### src/rtl/dma_xfer_pkg.sv
package dma_xfer_pkg;

  localparam int XFER_DW = 32;

  typedef enum logic [1:0] {
    MODE_BLOCK  = 2'd0,
    MODE_BURST  = 2'd1,
    MODE_DEMAND = 2'd2,
    MODE_SPARE  = 2'd3
  } xfer_mode_e;

  typedef enum logic [1:0] {
    SZ_BYTE = 2'd0,
    SZ_HALF = 2'd1,
    SZ_WORD = 2'd2,
    SZ_WIDE = 2'd3
  } xfer_size_e;

  typedef enum logic [1:0] {
    ST_IDLE = 2'd0,
    ST_GATE = 2'd1,
    ST_RD   = 2'd2,
    ST_WR   = 2'd3
  } seq_state_e;

  function automatic logic [2:0] beat_step(xfer_size_e s);
    case (s)
      SZ_BYTE: beat_step = 3'd1;
      SZ_HALF: beat_step = 3'd2;
      default: beat_step = 3'd4;
    endcase
  endfunction

  function automatic logic [XFER_DW-1:0] lane_mask(xfer_size_e s);
    case (s)
      SZ_BYTE: lane_mask = {{(XFER_DW-8){1'b0}}, 8'hFF};
      SZ_HALF: lane_mask = {{(XFER_DW-16){1'b0}}, 16'hFFFF};
      default: lane_mask = {XFER_DW{1'b1}};
    endcase
  endfunction

endpackage

### src/rtl/dma_addr_gen.sv
module dma_addr_gen
  import dma_xfer_pkg::*;
#(
  parameter int AW = 32
) (
  input  logic          clk,
  input  logic          rst,
  input  logic          load,
  input  logic [AW-1:0] base,
  input  logic          advance,
  input  logic          hold,
  input  xfer_size_e    size,
  output logic [AW-1:0] addr
);

  always_ff @(posedge clk) begin
    if (rst) begin
      addr <= '0;
    end else if (load) begin
      addr <= base;
    end else if (advance && !hold) begin
      addr <= addr + AW'(beat_step(size));
    end
  end

  // a held pointer never moves on a beat
  assert_fixed_addr_R5: assert property (@(posedge clk) disable iff (rst)
    (advance && hold && !load) |=> $stable(addr));

  // a free pointer always moves on a beat
  assert_step_addr_R5: assert property (@(posedge clk) disable iff (rst)
    (advance && !hold && !load) |=> !$stable(addr));

endmodule

### src/rtl/dma_count_unit.sv
module dma_count_unit #(
  parameter int BLK_W  = 4,
  parameter int XFER_W = 16
) (
  input  logic              clk,
  input  logic              rst,
  input  logic              load,
  input  logic [BLK_W-1:0]  blk_cfg,
  input  logic [XFER_W-1:0] xfer_cfg,
  input  logic              beat,
  output logic              blk_last,
  output logic              final_beat
);

  localparam int BLK_CW  = BLK_W + 1;
  localparam int XFER_CW = XFER_W + 1;

  logic [BLK_CW-1:0]  blk_full, blk_reload, blk_rem;
  logic [XFER_CW-1:0] xfer_full, xfer_rem;

  // zero encodes the largest count
  always_comb begin
    blk_full  = (blk_cfg == '0)  ? {1'b1, {BLK_W{1'b0}}}  : {1'b0, blk_cfg};
    xfer_full = (xfer_cfg == '0) ? {1'b1, {XFER_W{1'b0}}} : {1'b0, xfer_cfg};
  end

  always_ff @(posedge clk) begin
    if (rst) begin
      blk_rem    <= '0;
      blk_reload <= '0;
      xfer_rem   <= '0;
    end else if (load) begin
      blk_rem    <= blk_full;
      blk_reload <= blk_full;
      xfer_rem   <= xfer_full;
    end else if (beat) begin
      if (blk_rem == BLK_CW'(1)) begin
        blk_rem  <= blk_reload;
        xfer_rem <= xfer_rem - XFER_CW'(1);
      end else begin
        blk_rem <= blk_rem - BLK_CW'(1);
      end
    end
  end

  assign blk_last   = (blk_rem == BLK_CW'(1));
  assign final_beat = blk_last && (xfer_rem == XFER_CW'(1));

  // no beat is ever counted against an empty counter
  assert_beat_live_R6: assert property (@(posedge clk) disable iff (rst)
    beat |-> (blk_rem != '0) && (xfer_rem != '0));

  // the block counter never exceeds its reload value
  assert_blk_bound_R6: assert property (@(posedge clk) disable iff (rst)
    (blk_rem <= blk_reload));

endmodule

### src/rtl/dma_seq_fsm.sv
module dma_seq_fsm
  import dma_xfer_pkg::*;
(
  input  logic       clk,
  input  logic       rst,
  input  logic       start,
  input  xfer_mode_e mode,
  input  logic       req_lvl,
  input  logic       req_pend,
  input  logic       gnt,
  input  logic       blk_last,
  input  logic       final_beat,
  output seq_state_e state,
  output logic       arm,
  output logic       rd_ok,
  output logic       wr_ok,
  output logic       finish,
  output logic       take_req
);

  seq_state_e nxt;

  assign arm      = (state == ST_IDLE) && start;
  assign rd_ok    = (state == ST_RD) && gnt;
  assign wr_ok    = (state == ST_WR) && gnt;
  assign finish   = wr_ok && final_beat;
  assign take_req = (state == ST_GATE) && (mode == MODE_BLOCK) && req_pend;

  always_comb begin
    nxt = state;
    case (state)
      ST_IDLE: if (start) nxt = ST_GATE;
      ST_GATE: begin
        case (mode)
          MODE_BLOCK:  if (req_pend) nxt = ST_RD;
          MODE_DEMAND: if (req_lvl)  nxt = ST_RD;
          default:                   nxt = ST_RD;
        endcase
      end
      ST_RD: if (gnt) nxt = ST_WR;
      ST_WR: begin
        if (gnt) begin
          if (final_beat) begin
            nxt = ST_IDLE;
          end else begin
            case (mode)
              MODE_BLOCK:  nxt = blk_last ? ST_GATE : ST_RD;
              MODE_DEMAND: nxt = req_lvl  ? ST_RD   : ST_GATE;
              default:     nxt = ST_RD;
            endcase
          end
        end
      end
      default: nxt = ST_IDLE;
    endcase
  end

  always_ff @(posedge clk) begin
    if (rst) state <= ST_IDLE;
    else     state <= nxt;
  end

  // without a pending request a block-mode channel does not start a read
  assert_block_wait_R3: assert property (@(posedge clk) disable iff (rst)
    (state == ST_GATE && mode == MODE_BLOCK && !req_pend) |=> (state != ST_RD));

  // burst mode chains beats with no gap
  assert_burst_chain_R2: assert property (@(posedge clk) disable iff (rst)
    (state == ST_WR && gnt && !final_beat && mode == MODE_BURST) |=> (state == ST_RD));

endmodule

### src/rtl/dma_xfer_channel.sv
module dma_xfer_channel
  import dma_xfer_pkg::*;
#(
  parameter int AW     = 32,
  parameter int BLK_W  = 4,
  parameter int XFER_W = 16
) (
  input  logic               clk,
  input  logic               rst,
  input  logic [AW-1:0]      cfg_src,
  input  logic [AW-1:0]      cfg_dst,
  input  logic [1:0]         cfg_size,
  input  logic [1:0]         cfg_mode,
  input  logic [BLK_W-1:0]   cfg_blk,
  input  logic [XFER_W-1:0]  cfg_xfer,
  input  logic               cfg_src_hold,
  input  logic               cfg_dst_hold,
  input  logic               sw_start,
  input  logic               periph_req,
  input  logic               done_clr,
  output logic               mem_req,
  output logic               mem_we,
  output logic [AW-1:0]      mem_addr,
  output logic [1:0]         mem_size,
  output logic [XFER_DW-1:0] mem_wdata,
  input  logic               mem_gnt,
  input  logic [XFER_DW-1:0] mem_rdata,
  output logic               busy,
  output logic               done,
  output logic               irq
);

  seq_state_e         state;
  xfer_mode_e         mode_q;
  xfer_size_e         size_q;
  logic               src_hold_q, dst_hold_q;
  logic               arm, rd_ok, wr_ok, finish, take_req;
  logic               blk_last, final_beat;
  logic               req_q, req_rise, req_pend;
  logic [AW-1:0]      src_addr, dst_addr;
  logic [XFER_DW-1:0] data_q;

  // configuration is captured once per run
  always_ff @(posedge clk) begin
    if (rst) begin
      mode_q     <= MODE_BLOCK;
      size_q     <= SZ_BYTE;
      src_hold_q <= 1'b0;
      dst_hold_q <= 1'b0;
    end else if (arm) begin
      mode_q     <= xfer_mode_e'(cfg_mode);
      size_q     <= xfer_size_e'(cfg_size);
      src_hold_q <= cfg_src_hold;
      dst_hold_q <= cfg_dst_hold;
    end
  end

  // request edge memory for block pacing
  assign req_rise = periph_req && !req_q;

  always_ff @(posedge clk) begin
    if (rst) begin
      req_q    <= 1'b0;
      req_pend <= 1'b0;
    end else begin
      req_q <= periph_req;
      if (arm || take_req) req_pend <= req_rise;
      else if (req_rise)   req_pend <= 1'b1;
    end
  end

  dma_seq_fsm u_fsm (
    .clk        (clk),
    .rst        (rst),
    .start      (sw_start),
    .mode       (mode_q),
    .req_lvl    (periph_req),
    .req_pend   (req_pend),
    .gnt        (mem_gnt),
    .blk_last   (blk_last),
    .final_beat (final_beat),
    .state      (state),
    .arm        (arm),
    .rd_ok      (rd_ok),
    .wr_ok      (wr_ok),
    .finish     (finish),
    .take_req   (take_req)
  );

  dma_count_unit #(.BLK_W(BLK_W), .XFER_W(XFER_W)) u_count (
    .clk        (clk),
    .rst        (rst),
    .load       (arm),
    .blk_cfg    (cfg_blk),
    .xfer_cfg   (cfg_xfer),
    .beat       (wr_ok),
    .blk_last   (blk_last),
    .final_beat (final_beat)
  );

  dma_addr_gen #(.AW(AW)) u_src_ptr (
    .clk     (clk),
    .rst     (rst),
    .load    (arm),
    .base    (cfg_src),
    .advance (rd_ok),
    .hold    (src_hold_q),
    .size    (size_q),
    .addr    (src_addr)
  );

  dma_addr_gen #(.AW(AW)) u_dst_ptr (
    .clk     (clk),
    .rst     (rst),
    .load    (arm),
    .base    (cfg_dst),
    .advance (wr_ok),
    .hold    (dst_hold_q),
    .size    (size_q),
    .addr    (dst_addr)
  );

  always_ff @(posedge clk) begin
    if (rst)        data_q <= '0;
    else if (rd_ok) data_q <= mem_rdata & lane_mask(size_q);
  end

  always_ff @(posedge clk) begin
    if (rst) begin
      done <= 1'b0;
      irq  <= 1'b0;
    end else begin
      irq <= finish;
      if (finish)        done <= 1'b1;
      else if (arm)      done <= 1'b0;
      else if (done_clr) done <= 1'b0;
    end
  end

  assign busy      = (state != ST_IDLE);
  assign mem_req   = (state == ST_RD) || (state == ST_WR);
  assign mem_we    = (state == ST_WR);
  assign mem_addr  = (state == ST_WR) ? dst_addr : src_addr;
  assign mem_size  = size_q;
  assign mem_wdata = data_q;

  // a stalled access keeps address and direction
  assert_req_hold_R7: assert property (@(posedge clk) disable iff (rst)
    (mem_req && !mem_gnt) |=> (mem_req && $stable(mem_addr) && $stable(mem_we)));

  // demand channel stays off the bus while the request line is low
  assert_demand_pause_R4: assert property (@(posedge clk) disable iff (rst)
    (mode_q == MODE_DEMAND && busy && !mem_req && !periph_req) |=> !mem_req);

  // completion only follows an accepted write
  assert_done_after_write_R8: assert property (@(posedge clk) disable iff (rst)
    $rose(done) |-> $past(mem_we && mem_gnt));

  // the interrupt is a single-cycle pulse
  assert_irq_pulse_R8: assert property (@(posedge clk) disable iff (rst)
    irq |=> !irq);

endmodule

### config.mk
export PLATFORM = sky130hd
export DESIGN_NAME = dma_xfer_channel
export DESIGN_NICKNAME = d
export VERILOG_FILES = /design/src/rtl/dma_xfer_pkg.sv /design/src/rtl/dma_addr_gen.sv /design/src/rtl/dma_count_unit.sv /design/src/rtl/dma_seq_fsm.sv /design/src/rtl/dma_xfer_channel.sv
export SDC_FILE = /design/constraint.sdc
export NUM_CORES = 1
export LEC_CHECK = 0
export BUFFER_PORTS_ARGS = -buffer_cell sky130_fd_sc_hd__buf_2
export CORE_MARGIN = 2
export CORE_UTILIZATION = 30
export DETAILED_ROUTE_END_ITERATION = 10
export PLACE_DENSITY_LB_ADDON = 0.12
export SLEW_MARGIN = 5
export SYNTH_ARGS = -nofsm -noshare
export SYNTH_HDL_FRONTEND = slang
export SYNTH_SLANG_ARGS = --single-unit
### constraint.sdc
create_clock -name clk -period 4.7 [get_ports clk]
set_clock_uncertainty 0.05 [all_clocks]
set_input_delay 0.235 -clock clk [delete_from_list [all_inputs] [get_ports clk]]
set_output_delay 0.235 -clock clk [all_outputs]
set_load 0.02 [all_outputs]
==> results_dict.tcl <==
set metrics [dict create \
    rows 57 \
    die_area_sq_um 25600 \
    cts_buffers 17 \
    maxUsedRoutingLayer "met5" \
    clock-sinks 135 \
    htreeDepth 4 \
    maxSlewViolCount 0 \
    setup_violations 0 \
    dieHeight_um 160 \
    final.setup.worst_slack_ps 1390 \
    wl_met3_um 1790 \
    synth.avg_cell_area_sq_um 7.84 \
    grt_pass1_wl_um 39400 \
    syn_nets 1070 \
    initial_core_util 0.303 \
    met1_length_um 11700 \
    drtAntennaViolNets 0 \
    drt_first_iter_violations 483 \
    rsz0062_at_grt "no" \
    viasPerCell 5.15 \
    synth_cell_types 60 \
    grt_max_degree 85 \
    grt_pass1_vias 7324 \
    fin_crit_sh 0.705 \
    tritoncts "yes" \
    area_growth_pct 28.1 \
    status "complete, no violations" \
    grt-ovfl-total 0 \
    worst_pin_slew_ps 1050 \
    end_kind "register" \
    core_sq_um 24100 \
    synth_area_leader_cell "dfxtp_1" \
    dr_total_vias 7453 \
    cts_setup_buffers 0 \
    fmax_ghz 0.302 \
    finalHoldViolCount 0 \
    dp_hpwl_um 17300 \
    ys.flop_type "dfxtp_1" \
    cap_violations 0 \
    clock_latency_ps 420 \
    synthArstFlopShare 0 \
    wirelength_um 24600 \
    ir_drop_uv 189 \
    fill_cells 2600 \
    cp.required_ps 4990 \
    postCtsHoldBufs 20 \
    avgRoutedWirePerCell_um 17.0 \
    criticalPathCategory "register to register" \
    timing.slew.headroom 0.290 \
    fin_tns_setup_ps 0 \
    path_clk_slew_ps 60 \
    cp-start-kind "register" \
    yosysTopAreaCellShare 0.370 \
    min_path_type "input port to register" \
    nets 1248 \
    layout-drive-gt1-share 0.255 \
    netlist_instances 932 \
    pre_cts_ws_ps 1370 \
    netlist_area_sq_um 7300 \
    dr_wl_met2_um 11000 \
    dpl_cell_area_sq_um 8550 \
    portBuffers 198 \
    p_per_area_nw_per_um2 357 \
    root_buffer "clkbuf_16" \
    seq_area_frac_synth 0.370 \
    io_pins 199 \
    p_leak_nw 3.54 \
    grt_antenna_before_repair 4 \
    drc 0 \
    synth_edf_count 0 \
    crit_fanout 25 \
    synth_seq_cells 135 \
    ys_warn_count 0 \
    die_x_um 160 \
    layout_min_cycle_time_ps 3310 \
    crit_arrival_ps 3600 \
    drtPass1Iterations 5 \
    routabilityCongestion 0.776 \
    cts_resized 0 \
    yosys-top-cells-area "dfxtp_1 (37%), nand2_1 (7.7%), a21oi_1 (5.1%)" \
    grt_usage 0.190 \
    clk_path_buf_depth 2 \
    fin_area_sq_um 9360 \
]
## kinds of logic (layout without fill, tap and decap cells)
group	after synthesis	in the layout	share of synthesized area
DFF	135	135	0.370
muxes	32	32	0.0490
buffers and inverters	86	277	0.0456
and+or+nand+nor	421	421	0.286
AOI/OAI and AO/OA	211	211	0.188
adders and majority gates	10	10	0.0171
xor gates and xnor gates	37	37	0.0444
other	0	1	0
## path summary, 6_finish.rpt
kind,end,cells past startpoint,start,slack (ps)
hold reg to reg,mem_wdata[0],2,mem_wdata[0],400
setup reg to reg,u_src_ptr.addr[23],8,mem_size[1],1390
setup / recovery,u_src_ptr.addr[23],8,mem_size[1],1390
hold / removal,mem_wdata[14],3,mem_rdata[14],20
## cell type report
cell class	instances	area, sq um	area share
flip-flops and latches	135	2700	0.289
diodes	1	2.50	0.000267
well taps	324	405	0.0433
clock inverters	14	176	0.0189
repair buffers	229	1300	0.139
inverters	16	60.1	0.00642
clock buffers	18	429	0.0459
multi-input cells	711	4280	0.457
## metrics by stage
stage	cells	utilization	hold WS, ps	total power, mW
after floorplan	932	-	313	1.74
after global placement	1395	0.355	385	1.96
after detailed placement	1395	0.355	391	1.96
after CTS	1447	0.388	4.54	3.38
after global routing	1447	0.388	7.43	3.50
final	1448	0.388	24.5	3.34
## routing by layer
layer | track usage | vias up
met4 | 0.0332 | 4
met5 | 0 | -
li1 | - | 3758
met3 | 0.0642 | 15
met1 | 0.255 | 3466
met2 | 0.302 | 210
## Yosys cell counts (all sizes together) (15+ instances only)
cell type  instances
clkbuf            62
or4               15
mux2              30
nand2            149
nand3             48
a211oi            37
or3               15
nor3              26
xnor2             29
dfxtp            135
nor2              76
a31oi             19
a21oi             75
inv               16
o21ai             19
nand4             17
nor4              26
## sequential cells by signal, indices dropped and copies added (netlist names)
register            count
u_dst_ptr.addr         32
done                    1
mem_size                2
req_pend                1
u_count.blk_reload      5
dst_hold_q              1
u_count.blk_rem         5
mem_wdata              32
req_q                   1
mode_q                  2
irq                     1
u_count.xfer_rem       17
u_src_ptr.addr         32
u_fsm.state             2
src_hold_q              1
## report_power, final
part           internal (mW)  switching, mW
clock                  0.839          0.554
sequential              1.23          0.121
combinational          0.250          0.343
## worst max-delay path: stages, from the launching register on
cell and delay [ps]:
dfxtp_1 610, or2_2 540, inv_1 110, ha_1 200, nor2_1 80, o31a_1 380
or4_1 660, or4_1 440, a31oi_1 160
## layout by cell type, fill, tap and decap left out, types with 10 or more instances in the layout
master and count:
a21oi_1 75, ha_1 10, or3_1 15, a311oi_1 11, nor4_1 26, or4_1 14
inv_1 16, nor3_1 26, mux2_2 30, nor2_1 76, o211ai_1 12, clkbuf_16 17
dlygate4sd3_1 20, a211oi_1 37, dfxtp_1 135, nand4_1 17, nand2_1 149, o21ai_0 19
buf_2 197, buf_4 10, nand3_1 48, xnor2_1 29, a31oi_1 19
Note: power is estimated with default switching activity, not from simulation.
